`config.mk`:
```
export PLATFORM = sky130hd
export DESIGN_NAME = addr_latch_bank
export DESIGN_NICKNAME = d
export VERILOG_FILES = /design/src/rtl/latch_bank_pkg.sv /design/src/rtl/latch_mode_decode.sv /design/src/rtl/latch_sel_decode.sv /design/src/rtl/latch_next_state.sv /design/src/rtl/addr_latch_bank.sv
export SDC_FILE = /design/constraint.sdc
export NUM_CORES = 1
export LEC_CHECK = 0
export BUFFER_PORTS_ARGS = -buffer_cell sky130_fd_sc_hd__buf_2
export CORE_UTILIZATION = 25
export CTS_CLUSTER_DIAMETER = 150
export DETAILED_ROUTE_END_ITERATION = 8
export PLACE_DENSITY = 0.49
export RECOVER_POWER = 50
export SLEW_MARGIN = 5
export SYNTH_ARGS = -nofsm -noshare
export SYNTH_HDL_FRONTEND = slang
export SYNTH_HIERARCHICAL = 1
export SYNTH_SLANG_ARGS = --single-unit
export TNS_END_PERCENT = 1
```
`constraint.sdc`:
```
create_clock -name clk -period 0.8 [get_ports clk]
set_input_delay 0.08 -clock clk [delete_from_list [all_inputs] [get_ports clk]]
set_output_delay 0.08 -clock clk [all_outputs]
set_load 0.01 [all_outputs]
```
`src/rtl/latch_bank_pkg.sv`:
```
package latch_bank_pkg;

  typedef enum logic [1:0] {
    MODE_WRITE = 2'd0,
    MODE_HOLD  = 2'd1,
    MODE_DEMUX = 2'd2,
    MODE_CLEAR = 2'd3
  } bank_mode_e;

  // Mode from the two active-low controls.
  function automatic bank_mode_e decode_mode(input logic clr_n, input logic en_n);
    bank_mode_e m;
    case ({clr_n, en_n})
      2'b10:   m = MODE_WRITE;
      2'b11:   m = MODE_HOLD;
      2'b00:   m = MODE_DEMUX;
      default: m = MODE_CLEAR;
    endcase
    return m;
  endfunction

  // Value of one cell for the next state, given its address match.
  function automatic logic cell_next(input logic wr, input logic hold, input logic dmx,
                                     input logic hit, input logic d, input logic cur);
    logic v;
    if (wr)        v = hit ? d : cur;
    else if (hold) v = cur;
    else if (dmx)  v = hit & d;
    else           v = 1'b0;
    return v;
  endfunction

endpackage

```
`src/rtl/latch_mode_decode.sv`:
```
module latch_mode_decode
  import latch_bank_pkg::*;
(
  input  logic clr_n,
  input  logic en_n,
  output logic is_write,
  output logic is_hold,
  output logic is_demux,
  output logic is_clear
);
  bank_mode_e mode;

  always_comb begin
    mode     = decode_mode(clr_n, en_n);
    is_write = (mode == MODE_WRITE);
    is_hold  = (mode == MODE_HOLD);
    is_demux = (mode == MODE_DEMUX);
    is_clear = (mode == MODE_CLEAR);
  end
endmodule

```
`src/rtl/latch_sel_decode.sv`:
```
module latch_sel_decode #(
  parameter int SEL_W   = 3,
  localparam int NUM_OUT = 1 << SEL_W
) (
  input  logic [SEL_W-1:0]   sel,
  output logic [NUM_OUT-1:0] hot
);
  for (genvar i = 0; i < NUM_OUT; i++) begin : g_hit
    assign hot[i] = (sel == SEL_W'(i));
  end
endmodule

```
`src/rtl/latch_next_state.sv`:
```
module latch_next_state
  import latch_bank_pkg::*;
#(
  parameter int NUM_OUT = 8
) (
  input  logic               is_write,
  input  logic               is_hold,
  input  logic               is_demux,
  input  logic [NUM_OUT-1:0] hot,
  input  logic               din,
  input  logic [NUM_OUT-1:0] state,
  output logic [NUM_OUT-1:0] nxt
);
  for (genvar i = 0; i < NUM_OUT; i++) begin : g_cell
    assign nxt[i] = cell_next(is_write, is_hold, is_demux, hot[i], din, state[i]);
  end
endmodule

```
`src/rtl/addr_latch_bank.sv`:
```
module addr_latch_bank #(
  parameter int SEL_W   = 3,
  localparam int NUM_OUT = 1 << SEL_W
) (
  input  logic               clk,
  input  logic               clr_n,
  input  logic               en_n,
  input  logic               din,
  input  logic [SEL_W-1:0]   sel,
  output logic [NUM_OUT-1:0] q
);
  logic               is_write;
  logic               is_hold;
  logic               is_demux;
  logic               is_clear;
  logic [NUM_OUT-1:0] sel_hot;
  logic [NUM_OUT-1:0] state;
  logic [NUM_OUT-1:0] nxt;

  latch_mode_decode u_mode (
    .clr_n    (clr_n),
    .en_n     (en_n),
    .is_write (is_write),
    .is_hold  (is_hold),
    .is_demux (is_demux),
    .is_clear (is_clear)
  );

  latch_sel_decode #(.SEL_W(SEL_W)) u_sel (
    .sel (sel),
    .hot (sel_hot)
  );

  latch_next_state #(.NUM_OUT(NUM_OUT)) u_next (
    .is_write (is_write),
    .is_hold  (is_hold),
    .is_demux (is_demux),
    .hot      (sel_hot),
    .din      (din),
    .state    (state),
    .nxt      (nxt)
  );

  // Storage samples the shown value every edge; clear mode yields zero.
  always_ff @(posedge clk) begin
    state <= nxt;
  end

  assign q = nxt;
endmodule

```
==> impl_metrics.sql, run 1 <==
INSERT INTO impl_metrics (metric_group, metric, value, unit) VALUES
('pwr', 'cell_internal_pwr', '0.6909', 'mW'),
('final_layout', 'mostFrequentLayoutCell', 'o21ai_2', ''),
('sta', 'tns', '-1.449', 'ns'),
('floorplan', 'floorplan.die_area', '0.001981', 'mm²'),
('route', 'detail_route.first_pass.iterations', '4', ''),
('floorplan', 'die_w', '44.51', 'µm'),
('clocking', 'cts_buffers', '3', ''),
('flow_run', 'cap_viol_max_count', '0', ''),
('sta', 'clock.fmax', '1016', 'MHz'),
('route', 'final_antenna_net_count', '0', ''),
('clocking', 'cts_buffer_depth', '2', ''),
('route', 'drc_violations_left', '0', ''),
('clocking', 'cts-htree-levels', '1', ''),
('route', 'drt-wirelength-per-cell', '11.15', 'µm'),
('global_route', 'gr-usage-all-layers', '12.94', '%'),
('final_layout', 'area_delta_synth_final', '62.05', '%'),
('sta', 'max_slew_margin', '86.68', '%'),
('setup_path', 'timing.reg2reg.setup_slack', '0.15', 'ns'),
('final_layout', 'largest_register_ff_count', '8', ''),
('sta', 'layout_setup_ws', '-0.1838', 'ns'),
('placement', 'detailedPlace.worstSlack', '-0.2642', 'ns'),
('final_layout', 'drive_gt1_share', '68.83', '%'),
('global_route', 'grt_first_pass_wirelength', '1.814', 'mm'),
('clocking', 'clock_edge_transition_at_the_registers_on_the_reported_setup_and_hold_paths', '0.06', 'ns'),
('setup_path', 'timing.critical_path.cells', 'buf_8 > and2_4 > nor2b_4 > buf_6 > o21ai_2 > o21ai_2 > buf_2', ''),
('global_route', 'grt_pass1_vias', '401', ''),
('synthesis', 'synthesis.area', '451.7', 'µm²'),
('clocking', 'clk_root_buffer_cell', 'clkbuf_4', ''),
('setup_path', 'critical_path.endpoint_type', 'primary output', ''),
('floorplan', 'die_height', '44.51', 'µm'),
('pwr', 'irDropWorstVdd', '0.8040', 'mV'),
('route', 'num_vias', '453', ''),
('sta', 'timing.final.hold_violations', '0', ''),
('pwr', 'power.static_leakage', '0.3111', 'nW'),
('setup_path', 'worstSetupPathType', 'in -> out', ''),
('sta', 'final-max-slew-violation-count', '0', ''),
('clocking', 'cts_hold_fix_bufs', '0', ''),
('setup_path', 'worst_r2r_endpoint', 'state[7]$_DFF_P_', ''),
('pwr', 'net-switching-power', '0.2647', 'mW'),
('pwr', 'sequentialPowerShare', '43.4', '%'),
('final_layout', 'largest-register', 'state', ''),
('final_layout', 'multiInputGateArea', '372.9', 'µm²'),
('pwr', 'netSwitchingFraction', '27.70', '%'),
('final_layout', 'register_area', '160.2', 'µm²'),
('outcome', 'violations', 'setup timing', ''),
('hold_path', 'hold-path-endpoint', 'state[6]$_DFF_P_', ''),
('floorplan', 'placement_row_count', '14', ''),
('final_layout', 'num_antenna_cells', '0', ''),
('final_layout', 'finalNetCount', '86', ''),
('synthesis', 'total_number_of_yosys_warnings', '6', ''),
('sta', 'worst_pin_slew', '0.1994', 'ns'),
('placement', 'hpwlAfterDp', '695.1', 'µm'),
('hold_path', 'min-delay-start', 'din', ''),
('sta', 'final.min_clock_period', '0.9838', 'ns'),
('setup_path', 'worst_setup_path_start_kind', 'primary input', ''),
('pwr', 'report.power.total', '0.9556', 'mW'),
('route', 'totalWireLength', '1.126', 'mm'),
('sta', 'setup_repair_after_global_routing_missed_its_margin', 'yes', ''),
('final_layout', 'filler_cell_count', '169', ''),
('route', 'drt-initial-drc-count', '4', ''),
('placement', 'portBuffers', '14', ''),
('setup_path', 'arrival', '0.90', 'ns'),
('setup_path', 'path_max_fanout', '4', ''),
('synthesis', 'syn_area_per_cell', '8.066', 'µm²'),
('floorplan', 'starting_density_of_the_core', '28.34', '%'),
('outcome', 'status', 'finished with violations', ''),
('final_layout', 'largest_registers', 'state (8)', ''),
('pwr', 'power_per_cell_area', '1306', 'mW/mm²'),
('clocking', 'cts_tree', 'done', ''),
('pwr', 'power_frac_comb', '23.6', '%'),
('sta', 'setup_viol_count_final', '8', '');
-- what timing repair did --
| item | CTS | global route |
|---|---|---|
| pin swaps | 10 | 0 |
| gates resized for setup | 22 | 3 |
| cloned | 1 | 0 |
| endpoints found under the setup margin | 8 | 8 |
| setup buffers | 5 | 0 |
-- metrics by stage --
step / hold WS [ns] / instances / cell area [µm²]
finish: 0.1723 / 101 / 732.0
global route: 0.1847 / 101 / 732.0
global placement: 0.4348 / 92 / 574.3
floorplan: 0.3288 / 56 / 489.2
detailed placement: 0.4373 / 92 / 574.3
CTS: 0.1689 / 101 / 724.4
-- power groups by stage --
stage               Clock, mW  Sequential [mW]  Combinational, mW
floorplan                   0            0.420              0.112
global placement            0            0.421              0.159
detailed placement          0            0.421              0.160
CTS                     0.337            0.415              0.221
global route            0.350            0.415              0.244
finish                  0.315            0.415              0.226
-- worst max-delay path by stage --
stage,startpoint,depth (start not counted),end
floorplan,clr_n,4,state[0]$_DFF_P_
global placement,en_n,6,q[3]
detailed placement,en_n,6,q[7]
CTS,clr_n,7,q[4]
global route,clr_n,7,q[6]
finish,clr_n,7,q[7]
-- worst max-delay path: cells and delay by family --
family,cells,cell delay [ns]
AOI/OAI and AO/OA,2,0.18
buffers and inverters,3,0.36
and+or+nand+nor,2,0.28
-- routing by layer --
layer,track usage (%),up-vias,wire length (µm)
met3,4.898,2,48
li1,-,235,-
met4,3.636,0,13
met2,20.88,7,550
met1,16.05,209,514
met5,0,-,0
-- final cells by class --
type,count,share of cell area [%]
clock buffer,3,3.077
inverter,1,0.5128
multi-input combinational,46,50.94
sequential,8,21.88
tap,24,4.103
timing repair buffer,19,19.49
Note: power is estimated with default switching activity, not from simulation.
==> inputs of run 2 (changes only) <==
--- a/config.mk
+++ b/config.mk
@@ -6,10 +6,10 @@
 export NUM_CORES = 1
 export LEC_CHECK = 0
 export BUFFER_PORTS_ARGS = -buffer_cell sky130_fd_sc_hd__buf_2
-export CORE_UTILIZATION = 25
+export CORE_UTILIZATION = 30
 export CTS_CLUSTER_DIAMETER = 150
 export DETAILED_ROUTE_END_ITERATION = 8
-export PLACE_DENSITY = 0.49
+export PLACE_DENSITY = 0.54
 export RECOVER_POWER = 50
 export SLEW_MARGIN = 5
 export SYNTH_ARGS = -nofsm -noshare
==> constraint.sdc (replaced) <==
create_clock -name clk -period 1.3 [get_ports clk]
set_input_delay 0.13 -clock clk [delete_from_list [all_inputs] [get_ports clk]]
set_output_delay 0.13 -clock clk [all_outputs]
set_load 0.01 [all_outputs]
==> impl_metrics.sql, run 2 (synthesized netlist as in run 1, its figures left out) <==
INSERT INTO impl_metrics (metric_group, metric, value, unit) VALUES
('outcome', 'status', 'completed', ''),
('sta', 'timing.final.hold_violations', '0', ''),
('final_layout', 'area_delta_synth_final', '24.65', '%'),
('setup_path', 'cp.required', '1.17', 'ns'),
('setup_path', 'worstSetupPathType', 'in -> out', ''),
('global_route', 'global_route.overflow_total', '0', ''),
('route', 'drt-initial-drc-count', '7', ''),
('route', 'drc_violations_left', '0', ''),
('route', 'detail_route.first_pass.iterations', '4', ''),
('sta', 'worst_pin_slew', '0.2657', 'ns'),
('final_layout', 'layout.cells.most_common_list', 'o21ai_1 (16), buf_2 (14), dfxtp_1 (8), nand2_1 (8), nor2b_1 (8)', ''),
('route', 'totalWireLength', '952', 'µm'),
('clocking', 'cts_setup_buffers', '0', ''),
('pwr', 'power_frac_comb', '17.3', '%'),
('clocking', 'clk_latency', '0.25', 'ns'),
('clocking', 'cts_buffer_depth', '2', ''),
('sta', 'setup_repair_after_global_routing_missed_its_margin', 'yes', ''),
('clocking', 'cts_buffers', '3', ''),
('pwr', 'clkPwrFrac', '35.1', '%'),
('flow_run', 'cap_viol_max_count', '0', ''),
('final_layout', 'mostFrequentLayoutCell', 'o21ai_1', ''),
('sta', 'fin_crit_sh', '94.28', '%'),
('setup_path', 'path_max_fanout', '8', ''),
('clocking', 'clk_root_buffer_cell', 'clkbuf_4', ''),
('pwr', 'net-switching-power', '0.1369', 'mW'),
('setup_path', 'critical_path.endpoint_type', 'primary output', ''),
('sta', 'clock.fmax', '815.9', 'MHz'),
('final_layout', 'num_antenna_cells', '0', ''),
('pwr', 'power.static_leakage', '0.2500', 'nW'),
('pwr', 'irDropWorstVdd', '0.4607', 'mV'),
('floorplan', 'floorplan.die_area', '0.001665', 'mm²'),
('placement', 'gp_routability_congestion', '0.6863', ''),
('placement', 'detailedPlace.worstSlack', '-0.2293', 'ns'),
('clocking', 'cts-htree-levels', '1', ''),
('global_route', 'grt_first_pass_wirelength', '1.511', 'mm'),
('floorplan', 'starting_density_of_the_core', '33.46', '%'),
('sta', 'clock_skew', '0', 'ns'),
('clocking', 'clock_edge_transition_at_the_registers_on_the_reported_setup_and_hold_paths', '0.05', 'ns'),
('route', 'num_vias', '417', ''),
('sta', 'hold_slack', '0.2122', 'ns'),
('global_route', 'gr-usage-all-layers', '14.38', '%'),
('floorplan', 'placement_row_count', '13', ''),
('final_layout', 'largest-register', 'state', ''),
('pwr', 'report.power.total', '0.5349', 'mW'),
('global_route', 'initial_antenna_violation_count', '0', ''),
('final_layout', 'largest_register_ff_count', '8', ''),
('placement', 'hpwlAfterDp', '666.9', 'µm'),
('sta', 'setup_viol_count_final', '0', ''),
('setup_path', 'worst_setup_path_start_kind', 'primary input', ''),
('final_layout', 'finalNetCount', '81', ''),
('sta', 'max_slew_margin', '82.25', '%'),
('pwr', 'cell_internal_pwr', '0.3980', 'mW'),
('pwr', 'netSwitchingFraction', '25.59', '%'),
('route', 'final_antenna_net_count', '0', ''),
('floorplan', 'coreArea', '0.001350', 'mm²'),
('setup_path', 'arrival', '1.10', 'ns'),
('global_route', 'grt_pass1_vias', '349', ''),
('sta', 'layout_setup_ws', '0.07432', 'ns'),
('placement', 'portBuffers', '14', ''),
('sta', 'final-max-slew-violation-count', '0', ''),
('hold_path', 'hold_path.class', 'in -> reg', ''),
('floorplan', 'die_w', '40.80', 'µm'),
('floorplan', 'floorplan.io_pins', '15', ''),
('route', 'drt-wirelength-per-cell', '10.94', 'µm'),
('route', 'vias_per_cell', '4.793', ''),
('pwr', 'sequentialPowerShare', '47.5', '%'),
('sta', 'final.min_clock_period', '1.226', 'ns'),
('final_layout', 'largest_registers', 'state (8)', ''),
('floorplan', 'die_height', '40.80', 'µm'),
('pwr', 'power_per_cell_area', '950.1', 'mW/mm²'),
('clocking', 'cts_tree', 'done', ''),
('clocking', 'numClockSinks', '8', ''),
('global_route', 'grt_start_max_net_pins', '11', ''),
('final_layout', 'drive_gt1_share', '36.11', '%');
[run 2: worst paths after layout]
path	endpoint	depth (start not counted)	slack (ns)	start
worst max-delay path	q[1]	7	0.07	en_n
worst min-delay path	state[6]$_DFF_P_	3	0.21	din
worst max register to register	state[5]$_DFF_P_	2	0.72	state[5]$_DFF_P_
worst min register to register	state[0]$_DFF_P_	2	0.47	state[0]$_DFF_P_
[run 2: worst max-delay path: stages]
cell     delay (ns)
buf_2          0.12
buf_4          0.13
and2_2         0.18
nor2b_4        0.16
o21ai_1        0.14
o21ai_1        0.09
buf_2          0.15
[run 2: per-stage QoR]
stage	setup TNS [ns]	utilization, %	cell area (µm²)	std cells
final	0	41.71	563.0	87
after global routing	-0.004110	41.71	563.0	87
after CTS	0	41.33	558.0	87
after detailed placement	-2.358	39.48	533.0	84
after global placement	-1.681	39.48	533.0	84
after floorplan	0	-	451.7	56
[run 2: timing repair]
action,CTS,global route
gates resized for setup,1,1
setup endpoints to repair,8,8
cloned,0,0
hold buffers,0,0
pin swaps,0,1
[run 2: layout make-up]
type,instances,area (µm²)
clock buffer,3,22.52
multi-input combinational,45,280.3
tap,15,18.77
timing repair buffer,15,77.57
sequential,8,160.2
fill,147,787.0
inverter,1,3.754
[run 2: per-layer routing]
metal	share of wire (%)	track usage [%]	up-vias
met5	0	0	-
met4	0	2.500	0
met3	6.6	8.152	0
met2	41	21.48	14
met1	52	17.97	178
li1	-	-	225
[run 2: power groups by stage]
| stage | Sequential [mW] | Combinational (mW) | Clock (mW) |
|---|---|---|---|
| after CTS | 0.254 | 0.0908 | 0.199 |
| after global routing | 0.254 | 0.104 | 0.206 |
| after floorplan | 0.259 | 0.0600 | 0 |
| after global placement | 0.260 | 0.0890 | 0 |
| after detailed placement | 0.259 | 0.0897 | 0 |
| final | 0.254 | 0.0928 | 0.188 |
